[config.mk]
export PLATFORM = sky130hd
export DESIGN_NAME = crc_fifo_engine
export DESIGN_NICKNAME = d
export VERILOG_FILES = /design/src/rtl/crc_fifo_pkg.sv /design/src/rtl/crc_word_fifo.sv /design/src/rtl/crc_bit_serializer.sv /design/src/rtl/crc_galois_lfsr.sv /design/src/rtl/crc_fifo_engine.sv
export SDC_FILE = /design/constraint.sdc
export NUM_CORES = 1
export LEC_CHECK = 0
export ABC_AREA = 1
export BUFFER_PORTS_ARGS = -buffer_cell sky130_fd_sc_hd__buf_2
export CAP_MARGIN = 30
export CORE_ASPECT_RATIO = 1.4
export CORE_MARGIN = 2
export CORE_UTILIZATION = 61
export DETAILED_ROUTE_END_ITERATION = 10
export PLACE_DENSITY_LB_ADDON = 0.05
export SLEW_MARGIN = 10
export SYNTH_ARGS = -nofsm -noshare
export SYNTH_HDL_FRONTEND = slang
export SYNTH_HIERARCHICAL = 1
export SYNTH_SLANG_ARGS = --single-unit
[constraint.sdc]
create_clock -name clk -period 3.1 [get_ports clk]
set_input_delay 0.31 -clock clk [delete_from_list [all_inputs] [get_ports clk]]
set_output_delay 0.31 -clock clk [all_outputs]
set_load 0.02 [all_outputs]
[src/rtl/crc_fifo_pkg.sv]
package crc_fifo_pkg;

  typedef enum logic {
    ORDER_MSB_FIRST = 1'b0,
    ORDER_LSB_FIRST = 1'b1
  } bit_order_e;

  typedef enum logic {
    IRQ_AT_DONE  = 1'b0,
    IRQ_AT_EMPTY = 1'b1
  } irq_point_e;

  // Polynomial lengths (minus one) up to this value use the full queue depth.
  localparam int unsigned NARROW_POLY_MAX_M1 = 7;

endpackage

[src/rtl/crc_word_fifo.sv]
// Word queue with a capacity of DEPTH or DEPTH/2, chosen at run time.
// DEPTH must be a power of two.
module crc_word_fifo #(
  parameter  int unsigned WIDTH = 32,
  parameter  int unsigned DEPTH = 16,
  localparam int unsigned AW    = $clog2(DEPTH),
  localparam int unsigned CW    = AW + 1
) (
  input  logic             clk,
  input  logic             rst_n,
  input  logic             clr,
  input  logic             cap_small,
  input  logic             push,
  input  logic [WIDTH-1:0] wdata,
  input  logic             pop,
  output logic [WIDTH-1:0] rdata,
  output logic [CW-1:0]    count,
  output logic             full,
  output logic             empty,
  output logic             push_ok
);

  localparam logic [CW-1:0] CAP_WHOLE = CW'(DEPTH);
  localparam logic [CW-1:0] CAP_HALF  = CW'(DEPTH / 2);

  logic [WIDTH-1:0] mem [DEPTH];
  logic [AW-1:0]    wptr_q, wptr_d;
  logic [AW-1:0]    rptr_q, rptr_d;
  logic [CW-1:0]    cnt_q, cnt_d;
  logic [CW-1:0]    cap;
  logic             pop_ok;

  assign cap     = cap_small ? CAP_HALF : CAP_WHOLE;
  assign full    = (cnt_q >= cap);
  assign empty   = (cnt_q == '0);
  assign push_ok = push & ~full;
  assign pop_ok  = pop & ~empty;
  assign rdata   = mem[rptr_q];
  assign count   = cnt_q;

  always_comb begin
    wptr_d = wptr_q;
    rptr_d = rptr_q;
    cnt_d  = cnt_q;
    if (clr) begin
      wptr_d = '0;
      rptr_d = '0;
      cnt_d  = '0;
    end else begin
      if (push_ok) wptr_d = wptr_q + AW'(1);
      if (pop_ok)  rptr_d = rptr_q + AW'(1);
      case ({push_ok, pop_ok})
        2'b10:   cnt_d = cnt_q + CW'(1);
        2'b01:   cnt_d = cnt_q - CW'(1);
        default: cnt_d = cnt_q;
      endcase
    end
  end

  always_ff @(posedge clk or negedge rst_n) begin
    if (!rst_n) begin
      wptr_q <= '0;
      rptr_q <= '0;
      cnt_q  <= '0;
    end else begin
      wptr_q <= wptr_d;
      rptr_q <= rptr_d;
      cnt_q  <= cnt_d;
    end
  end

  // Storage carries no reset; the count marks which entries are meaningful.
  always_ff @(posedge clk) begin
    if (push_ok) mem[wptr_q] <= wdata;
  end

endmodule

[src/rtl/crc_bit_serializer.sv]
// Takes one word per fetch cycle, then presents one bit per clock.
module crc_bit_serializer #(
  parameter  int unsigned DATA_W = 32,
  localparam int unsigned LW     = $clog2(DATA_W),
  localparam int unsigned BW     = LW + 1
) (
  input  logic              clk,
  input  logic              rst_n,
  input  logic              clr,
  input  logic              run,
  input  logic              src_empty,
  input  logic [DATA_W-1:0] src_word,
  input  logic [LW-1:0]     len_m1,
  input  logic              lsb_first,
  output logic              pop,
  output logic              bit_vld,
  output logic              bit_out,
  output logic              last_bit
);

  logic [DATA_W-1:0] sh_q, sh_d;
  logic [BW-1:0]     left_q, left_d;
  logic              busy;

  assign busy     = (left_q != '0);
  assign pop      = run & ~busy & ~src_empty;
  assign bit_vld  = run & busy;
  assign bit_out  = lsb_first ? sh_q[0] : sh_q[len_m1];
  assign last_bit = bit_vld & (left_q == BW'(1));

  always_comb begin
    sh_d   = sh_q;
    left_d = left_q;
    if (clr) begin
      sh_d   = '0;
      left_d = '0;
    end else if (pop) begin
      sh_d   = src_word;
      left_d = BW'(len_m1) + BW'(1);
    end else if (bit_vld) begin
      sh_d   = lsb_first ? (sh_q >> 1) : (sh_q << 1);
      left_d = left_q - BW'(1);
    end
  end

  always_ff @(posedge clk or negedge rst_n) begin
    if (!rst_n) begin
      sh_q   <= '0;
      left_q <= '0;
    end else begin
      sh_q   <= sh_d;
      left_q <= left_d;
    end
  end

endmodule

[src/rtl/crc_galois_lfsr.sv]
// Galois-form remainder register of run-time length len_m1+1.
module crc_galois_lfsr #(
  parameter  int unsigned CRC_W = 32,
  localparam int unsigned LW    = $clog2(CRC_W)
) (
  input  logic             clk,
  input  logic             rst_n,
  input  logic             clr,
  input  logic             load,
  input  logic [CRC_W-1:0] seed,
  input  logic [CRC_W-1:0] poly,
  input  logic [LW-1:0]    len_m1,
  input  logic             step,
  input  logic             din,
  output logic [CRC_W-1:0] rem
);

  localparam logic [CRC_W-1:0] ONES_ABOVE_LSB = {{(CRC_W-1){1'b1}}, 1'b0};

  logic [CRC_W-1:0] rem_q, rem_d;
  logic [CRC_W-1:0] mask;
  logic [CRC_W-1:0] advanced;
  logic             fb;

  assign mask     = ~(ONES_ABOVE_LSB << len_m1);
  assign fb       = din ^ rem_q[len_m1];
  assign advanced = {rem_q[CRC_W-2:0], 1'b0} ^ (fb ? poly : '0);
  assign rem      = rem_q & mask;

  always_comb begin
    rem_d = rem_q;
    if (clr)       rem_d = '0;
    else if (load) rem_d = seed & mask;
    else if (step) rem_d = advanced & mask;
  end

  always_ff @(posedge clk or negedge rst_n) begin
    if (!rst_n) rem_q <= '0;
    else        rem_q <= rem_d;
  end

endmodule

[src/rtl/crc_fifo_engine.sv]
module crc_fifo_engine #(
  parameter  int unsigned CRC_W      = 32,
  parameter  int unsigned DATA_W     = 32,
  parameter  int unsigned FIFO_DEPTH = 16,
  localparam int unsigned PLW        = $clog2(CRC_W),
  localparam int unsigned DLW        = $clog2(DATA_W),
  localparam int unsigned CW         = $clog2(FIFO_DEPTH) + 1
) (
  input  logic              clk,
  input  logic              rst_n,
  input  logic              enable,
  input  logic              start,
  input  logic              stop_in_idle,
  input  logic              idle,
  input  logic              bit_order,
  input  logic              irq_sel,
  input  logic [PLW-1:0]    poly_len_m1,
  input  logic [DLW-1:0]    word_len_m1,
  input  logic [CRC_W-1:0]  poly,
  input  logic [CRC_W-1:0]  seed,
  input  logic              seed_load,
  input  logic              wr_valid,
  input  logic [DATA_W-1:0] wr_data,
  output logic [CW-1:0]     word_count,
  output logic              fifo_full,
  output logic              fifo_empty,
  output logic              irq,
  output logic [CRC_W-1:0]  result,
  output logic              result_valid
);

  import crc_fifo_pkg::*;

  logic [1:0]        rst_pipe_q;
  logic              core_rst_n;
  logic              clr, halted, run, cap_small, lsb_first;
  logic              push_ok, pop, bit_vld, bit_out, last_bit;
  logic [DATA_W-1:0] head_word;
  logic              empty_evt, done_evt;
  logic              irq_q, irq_d;
  logic              rv_q, rv_d;
  irq_point_e        irq_point;

  // Reset asserts at once and is released on the second clock edge.
  always_ff @(posedge clk or negedge rst_n) begin
    if (!rst_n) rst_pipe_q <= '0;
    else        rst_pipe_q <= {rst_pipe_q[0], 1'b1};
  end
  assign core_rst_n = rst_pipe_q[1];

  assign clr       = ~enable;
  assign halted    = stop_in_idle & idle;
  assign run       = enable & start & ~halted & ~seed_load;
  assign cap_small = (poly_len_m1 > PLW'(NARROW_POLY_MAX_M1));
  assign lsb_first = (bit_order_e'(bit_order) == ORDER_LSB_FIRST);
  assign irq_point = irq_point_e'(irq_sel);

  crc_word_fifo #(
    .WIDTH (DATA_W),
    .DEPTH (FIFO_DEPTH)
  ) u_fifo (
    .clk       (clk),
    .rst_n     (core_rst_n),
    .clr       (clr),
    .cap_small (cap_small),
    .push      (enable & wr_valid),
    .wdata     (wr_data),
    .pop       (pop),
    .rdata     (head_word),
    .count     (word_count),
    .full      (fifo_full),
    .empty     (fifo_empty),
    .push_ok   (push_ok)
  );

  crc_bit_serializer #(
    .DATA_W (DATA_W)
  ) u_ser (
    .clk       (clk),
    .rst_n     (core_rst_n),
    .clr       (clr),
    .run       (run),
    .src_empty (fifo_empty),
    .src_word  (head_word),
    .len_m1    (word_len_m1),
    .lsb_first (lsb_first),
    .pop       (pop),
    .bit_vld   (bit_vld),
    .bit_out   (bit_out),
    .last_bit  (last_bit)
  );

  crc_galois_lfsr #(
    .CRC_W (CRC_W)
  ) u_lfsr (
    .clk    (clk),
    .rst_n  (core_rst_n),
    .clr    (clr),
    .load   (enable & seed_load),
    .seed   (seed),
    .poly   (poly),
    .len_m1 (poly_len_m1),
    .step   (bit_vld),
    .din    (bit_out),
    .rem    (result)
  );

  assign empty_evt = pop & (word_count == CW'(1)) & ~push_ok;
  assign done_evt  = last_bit & fifo_empty & ~push_ok;

  always_comb begin
    irq_d = 1'b0;
    rv_d  = rv_q;
    if (clr) begin
      rv_d = 1'b0;
    end else begin
      irq_d = (irq_point == IRQ_AT_EMPTY) ? empty_evt : done_evt;
      if (push_ok || seed_load) rv_d = 1'b0;
      else if (done_evt)        rv_d = 1'b1;
    end
  end

  always_ff @(posedge clk or negedge core_rst_n) begin
    if (!core_rst_n) begin
      irq_q <= 1'b0;
      rv_q  <= 1'b0;
    end else begin
      irq_q <= irq_d;
      rv_q  <= rv_d;
    end
  end

  assign irq          = irq_q;
  assign result_valid = rv_q;

endmodule

==> results by group, run 1 <==
Die
  • Die height: 253 um
  • Initial Utilization: 0.615
  • Die Area: 45,900 um^2
  • Row cnt: 91
  • Core area: 43,800 um^2
  • Top Ports: 157
  • Die Span X: 182 um

Power
  • Design Power: 0.0173 W
  • Cell Pwr Density: 572 nW/um^2
  • Leak Pwr: 11.3 nW
  • Maximum VDD drop: 0.524 mV

Global routing
  • Global-route wire length before repair: 108 mm
  • Vias in the first global route: 19,265
  • GRT Total Usage: 0.305
  • GRT Residual Overflow: 0
  • Largest net degree at the start of global routing: 163
  • Initial antenna violation count: 1

Timing
  • Worst-Margin Slew: 0.859 ns
  • Pins over their slew limit: 0
  • Highest clock rate: 349 MHz
  • RSZ-0062 raised after global routing: no
  • Hold Slack: 0.0318 ns
  • Slew HR: 0.428
  • Final setup viols: 0
  • Final WS setup: 0.231 ns
  • Setup Skew: 0.0179 ns
  • Crit share post-route: 0.926
  • Final hold violation count: 0
  • Period minus WS final: 2.87 ns

Critical path
  • Worst path slowest cell: dfrtp_1
  • Cells along the critical path: inv_1 > ha_1 > nand3_2 > nor2_4 > nand2_4 > inv_1 > nand2_1 > inv_1 > nand2_2 > inv_1 > ha_1 > a21oi_1 > nand2_1 > nand2_1 > nand2_1 > nand3_1 > nand2_1 > nand2_1 > nand2_1
  • Worst EP arrival: 3.34 ns
  • Critical path startpoint category: flip-flop
  • Worst endpoint required time: 3.57 ns
  • Largest delay contributor family on the critical path: simple AND/OR/NAND/NOR gates
  • R2r startpoint: u_ser/left_q[0]$_DFFE_PN0P_
  • Largest stage delay on the critical path: 0.40 ns
  • Most Frequent Cell on Critical Path: nand2_1
  • Setup Crit Path Kind: reg2reg
  • Buffer and inverter count on the worst path: 4
  • Reg-to-reg endpoint: u_fifo/count[4]$_DFFE_PN0P_
  • CP max FO: 8
  • R2R setup slack: 0.23 ns
  • Critical path capture point type: flip-flop
  • R2R cell count: 19

Synthesis
  • Post-Synthesis Cell Area: 27,000 um^2
  • Ys Warns: 6
  • Syn avg cell area: 10.5 um^2
  • Post-synthesis sequential area ratio: 0.651
  • Synth Instances: 2,578
  • Cell variety after synth: 39
  • Post-synth EDFFs: 512
  • Top post-synthesis cells by area: edfxtp_1 57%, dfrtp_1 8.1%, nor2_1 6.1%, nand2_1 5.2%, nand3_1 4.6%
  • Synth area leader: edfxtp_1
  • Mapped Nets: 2,708
  • Yosys top cell area share: 0.570
  • Async S/R FF share, synth: 0.145
  • Ys flop type: edfxtp_1
  • FF+latch count, synth: 599

Final layout
  • Design area: 30,300 um^2
  • Nets: 2,830
  • Antenna diode count: 0
  • Layout cells sized above 1: 0.127
  • P&R area growth vs syn: 12.2%
  • Post-layout util: 0.690

Place
  • DPL Wire Length: 43.3 mm
  • GPL Wtd Cong: 0.976
  • Port bufs: 156
  • Place WS: 0.155 ns
  • Placed inst area: 28,500 um^2

Routing
  • Vias: 19,779
  • TritonRoute pass-1 iters: 7
  • DRT iter0 DRCs: 1,939
  • Drt total wl: 69.8 mm
  • Vias per cell: 5.99
  • DRC errors left: 0
  • Routed WL per cell: 21.1 um
  • Final ANT Viol Nets: 0

Clock network
  • Worst-skew pair later-pin latency: 0.59 ns
  • Setup Fix Bufs, Post-CTS: 0
  • CTS buffer count: 54
  • CTS Buffer Depth: 3
  • Worst-path clk slew: 0.06 ns
  • Clock Tree Root: clkbuf_16
  • H-Tree Depth: 2
  • CTS tree: done
  • Sink Count: 599

Run status
  • Status: completed

Hold path
  • Worst min path class: in2async

Flow run
  • Max cap viols: 0
## synthesized netlist by cell type (14+ instances only)
library cell  instances
dfrtp_1              87
buf_2                51
o21ai_0             214
buf_6                17
buf_4                14
o21ai_1              93
nand2_1             370
edfxtp_1            512
inv_1               146
nor2_1              438
nand3_1             250
a21oi_1              34
o211ai_1            162
nor3_1               35
clkbuf_1             66
## registers in the layout, indices dropped and copies added (netlist names)
signal / flops
u_fifo/mem: 512
u_lfsr/rem_q: 32
u_ser/sh_q: 32
u_ser/left_q: 6
u_fifo/count: 5
u_fifo/rptr_q: 4
u_fifo/wptr_q: 4
rst_pipe_q: 2
irq: 1
result_valid: 1
## report_power, final
part,internal (W),switching [W]
Clock,0.00367,0.00284
Combinational,0.000558,0.00129
Sequential,0.00887,0.0000978
## cell type report
class / count / area [um^2]
fillers: 3206 / 13600
flip-flops and latches: 599 / 17600
clock buffers: 69 / 1430
repair buffers: 227 / 1590
multi-input cells: 1661 / 8100
clock inverters: 30 / 292
well taps: 558 / 698
inverters: 157 / 594
## cell usage in the layout (no fill, tap or decap), drive strengths merged, types with 2 or more instances in the layout
master	n
nand3	254
dfrtp	87
nand2	377
o211ai	162
nor2	441
inv	158
clkbuf	69
o21ai	307
nor3	35
ha	13
edfxtp	512
dlygate4sd3	4
nand4	7
a21oi	37
bufinv	5
xor2	9
buf	223
o22ai	10
clkinv	24
a211oi	2
## per-layer routing
metal / GRT usage / up-vias / wire (um) / part of all wire
li1: - / 9285 / - / -
met1: 0.380 / 9525 / 26700 / 0.38
met2: 0.539 / 795 / 35800 / 0.51
met3: 0.0356 / 172 / 4170 / 0.060
met4: 0.136 / 2 / 3030 / 0.043
met5: 0 / - / 10 / 0.00014
## how the worst max path moves through the flow
stage	startpoint	endpoint	slack, ns	cells past startpoint
3_3_place_gp	poly_len_m1[3]	u_fifo/count[4]$_DFFE_PN0P_	0.22	16
3_5_place_dp	poly_len_m1[3]	u_fifo/count[4]$_DFFE_PN0P_	0.16	16
4_1_cts	u_ser/left_q[0]$_DFFE_PN0P_	u_fifo/count[4]$_DFFE_PN0P_	0.28	19
5_1_grt	u_fifo/count[1]$_DFFE_PN0P_	u_fifo/count[4]$_DFFE_PN0P_	0.01	19
6_report	u_ser/left_q[0]$_DFFE_PN0P_	u_fifo/count[4]$_DFFE_PN0P_	0.23	19
2_1_floorplan	poly_len_m1[3]	u_fifo/mem[11][0]$_DFFE_PP_	-0.18	7
## per-stage QoR
stage               instances  TNS (ns)
floorplan                2578    -74.32
global placement         3198         0
detailed placement       3198         0
CTS                      3301         0
global route             3301         0
finish                   3301         0
## worst reg2reg max path: cells and delay by family, from the launching register on
| family | cells | cell delay, ns |
|---|---|---|
| adders and majority gates | 2 | 0.53 |
| DFF | 1 | 0.40 |
| and+or+nand+nor | 12 | 1.08 |
| buffers and inverters | 4 | 0.55 |
| AOI/OAI and AO/OA | 1 | 0.21 |
## repair_timing
| action | CTS | global route |
|---|---|---|
| endpoints found under the setup margin | 0 | 0 |
| endpoints found under the hold margin | 4 | 0 |
| resized for setup | 0 | 0 |
| hold buffers | 4 | 0 |
## cell families after synthesis
logic type               count (synthesis)  synth area share
other                                    1          0.000139
AND/OR/NAND/NOR                       1116             0.172
flip-flops                             599             0.651
XOR/XNOR                                10           0.00325
adder cells (fa/ha/maj)                 14           0.00678
AO/OA/AOI/OAI                          520             0.113
buffers and inverters                  318            0.0533
(Power assumes the default switching activity.)
==> inputs of run 2 (changes only) <==
- ABC_AREA: 1 -> not set
- HOLD_SLACK_MARGIN: not set -> 0.15
==> run 2 against run 1 <==
Global-route usage down 0.81 points. Sequential share of layout area shrank 0.85 points. Wire length shrank 8.8%. Critical path depth decreased by 7. Maximum frequency fell by 3.3%. Worst setup slack got worse by 0.097 ns. Flip-flop and latch count stayed put. Critical path type unchanged. Critical endpoint unchanged.
==> results by group, run 2 <==
Global routing
  • Largest net degree at the start of global routing: 75
  • Initial antenna violation count: 2
  • GRT Residual Overflow: 0
  • Vias in the first global route: 15,467
  • Global-route wire length before repair: 95.7 mm
  • GRT Total Usage: 0.297

Synthesis
  • Post-synth EDFFs: 512
  • Mux cell area share after synthesis: 0.168
  • Area share of and/or/nand/nor cells after synthesis: 0.0531
  • Async S/R FF share, synth: 0.145
  • Top post-synthesis cells by area: edfxtp_1 60%, mux4_2 15%, dfrtp_1 8.5%, mux2i_1 2.1%, o21ai_1 1.4%
  • Largest family of logic cells by synthesized area: multiplexers
  • Synth Area in Adders: 0.00710
  • Commonest cells post-synth: 512 x edfxtp_1, 166 x mux4_2, 87 x dfrtp_1
  • Syn avg cell area: 17.3 um^2
  • Cell variety after synth: 72
  • Post-synthesis sequential area ratio: 0.682
  • Mapped Nets: 1,618
  • Synth Instances: 1,488
  • Ys Warns: 6
  • Ys flop type: edfxtp_1
  • Count leader, synth: edfxtp_1
  • Yosys top cell area share: 0.598
  • Synth area leader: edfxtp_1
  • Post-Synthesis Cell Area: 25,700 um^2
  • FF+latch count, synth: 599
  • Xor/xnor share of the synthesized area: 0.0140
  • Post-synthesis compound-gate area fraction: 0.0565

Timing
  • Crit share post-route: 0.957
  • Pins over their slew limit: 0
  • Final hold violation count: 0
  • Fin Setup TNS: 0 ns
  • Final setup viols: 0
  • Slew HR: 0.463
  • Final WS setup: 0.133 ns
  • Period minus WS final: 2.97 ns
  • RSZ-0062 raised after global routing: yes
  • Highest clock rate: 337 MHz
  • Worst-Margin Slew: 0.806 ns
  • Setup Skew: 0.0325 ns

Power
  • Cell Pwr Density: 547 nW/um^2
  • Logic pwr share: 0.060
  • Leak Pwr: 10.7 nW
  • Maximum VDD drop: 0.618 mV
  • Part of the power in registers: 0.529
  • Clock share of power: 0.411
  • Design Power: 0.0168 W
  • Psw: 0.00354 W
  • Switch share: 0.211
  • Int Power: 0.0133 W

Final layout
  • Most common cell after layout, fill and taps aside: edfxtp_1
  • Nets: 1,918
  • Most frequent cells in the layout: 512 x edfxtp_1, 166 x mux4_2, 156 x buf_2
  • Largest Register: u_fifo/mem
  • P&R area growth vs syn: 19.4%
  • Design area: 30,700 um^2
  • Largest register FFs: 512
  • Layout cells sized above 1: 0.296
  • Largest regs: u_fifo/mem: 512 flops, u_lfsr/rem_q: 32 flops, u_ser/sh_q: 32 flops

Place
  • Place WS: -0.272 ns
  • DPL Wire Length: 38.4 mm
  • GPL Wtd Cong: 0.910
  • Placed inst area: 27,800 um^2
  • Port bufs: 156

Critical path
  • Critical path capture point type: flip-flop
  • Worst path slowest cell: or4b_4
  • CP max FO: 3
  • Worst EP arrival: 3.50 ns
  • Largest stage delay on the critical path: 0.46 ns
  • Worst endpoint required time: 3.63 ns
  • Setup Crit Path Kind: reg2reg
  • Critical path startpoint category: flip-flop
  • Cells along the critical path: inv_1 > ha_1 > or4b_4 > a22o_1 > nand2b_1 > inv_2 > ha_4 > nor2b_1 > o21a_1 > or4_4 > a21o_1 > a21oi_2

Die
  • Row cnt: 89
  • Initial Utilization: 0.615
  • Top Ports: 157
  • Core area: 41,900 um^2
  • Die height: 247 um
  • Die Span X: 178 um
  • Die Area: 43,900 um^2

Run status
  • Status: completed

Clock network
  • Worst-skew pair later-pin latency: 0.60 ns
  • CTS buffer count: 55
  • H-Tree Depth: 2
  • Worst-path clk slew: 0.07 ns
  • Clock Tree Root: clkbuf_16
  • Sink Count: 599
  • CTS Buffer Depth: 3
  • CTS tree: done

Routing
  • Drt total wl: 63.6 mm
  • Final ANT Viol Nets: 0
  • Vias per cell: 6.42
  • DRT iter0 DRCs: 1,552
  • TritonRoute pass-1 iters: 7
  • DRC errors left: 0
  • Vias: 15,306
  • Routed WL per cell: 26.7 um

Hold path
  • Worst min path class: in2reg

Flow run
  • Max cap viols: 0
## run 2: cell count changes in the layout (fill, tap and decap cells not counted), sizes merged, moves of 25 or more
cell | before | now
nor2 | 441 | 75
nand2 | 377 | 83
nand3 | 254 | 8
o21ai | 307 | 90
mux4 | 0 | 166
o211ai | 162 | 4
inv | 158 | 22
dlygate4sd3 | 4 | 96
mux2i | 0 | 55
and2 | 0 | 28
nor3 | 35 | 9
xor2 | 9 | 34
## run 2: worst max-delay path: cells and delay by family (launching register included)
family	cells	cell delay, ns
AND/OR/NAND/NOR	4	1.19
AO/OA/AOI/OAI	4	0.74
adder cells (fa/ha/maj)	2	0.46
flip-flops	1	0.36
buffers and inverters	2	0.14
## run 2: timing repair
action / CTS / global route
endpoints found under the hold margin: 548 / 0
endpoints found under the setup margin: 0 / 9
hold buffers: 97 / 0
setup buffers: 0 / 2
resized for setup: 0 / 11
## run 2: kinds of logic (layout without fill, tap and decap cells)
family                     Yosys count  after routing
adders and majority gates           14             14
AOI/OAI and AO/OA                  230            230
muxes                              223            223
buffers and inverters              108            455
DFF                                599            599
and+or+nand+nor                    272            272
other                                1              3
xor gates and xnor gates            41             41
## run 2: cell type report
type	count	area, um^2
Sequential cell	599	17600
Fill cell	2554	11100
Multi-Input combinational cell	781	7850
Timing Repair Buffer	331	2690
Clock buffer	78	1520
Tap cell	546	683
Clock inverter	26	327
Inverter	20	75.1
Antenna cell	2	5.00
## run 2: power by group through the flow
stage                     registers (W)  logic (W)  clock network (W)
after detailed placement        0.00906   0.000884                  0
final                           0.00889    0.00101            0.00691
after global placement          0.00905   0.000869                  0
after CTS                       0.00889   0.000983            0.00701
after global routing            0.00890    0.00108            0.00733
after floorplan                 0.00905   0.000493                  0
## run 2: routing by layer
layer  part of all wire  global-route usage  wire length (um)  vias up
li1                   -                   -                 -     6542
met1               0.39               0.408             24600     7906
met2               0.51               0.502             32800      726
met3              0.066              0.0343              4200      132
met4              0.032              0.0979              2040        0
met5                  0                   0                 0        -
## run 2: through the flow
stage | instances | hold slack [ns] | util
after floorplan | 1488 | 0.0144 | -
after global placement | 2178 | 0.0944 | 0.665
after detailed placement | 2178 | 0.0987 | 0.665
after CTS | 2379 | 0.151 | 0.732
after global routing | 2382 | 0.164 | 0.734
final | 2383 | 0.173 | 0.734
## run 2: path summary, 6_finish.rpt
path                                        startpoint                     endpoint  slack (ns)  cells after the start
min reg2reg                    rst_pipe_q[0]$_DFF_PN0_      rst_pipe_q[1]$_DFF_PN0_        0.37                      0
max                        u_fifo/count[3]$_DFFE_PN0P_  u_fifo/count[4]$_DFFE_PN0P_        0.13                     12
max reg2reg                u_fifo/count[3]$_DFFE_PN0P_  u_fifo/count[4]$_DFFE_PN0P_        0.13                     12
max in group asynchronous      rst_pipe_q[1]$_DFF_PN0_   u_ser/sh_q[17]$_DFFE_PN0P_        1.90                      1
min                                            poly[6]  u_lfsr/rem_q[6]$_DFFE_PN0P_        0.17                      4
min in group asynchronous      rst_pipe_q[1]$_DFF_PN0_   u_ser/sh_q[25]$_DFFE_PN0P_        0.40                      0
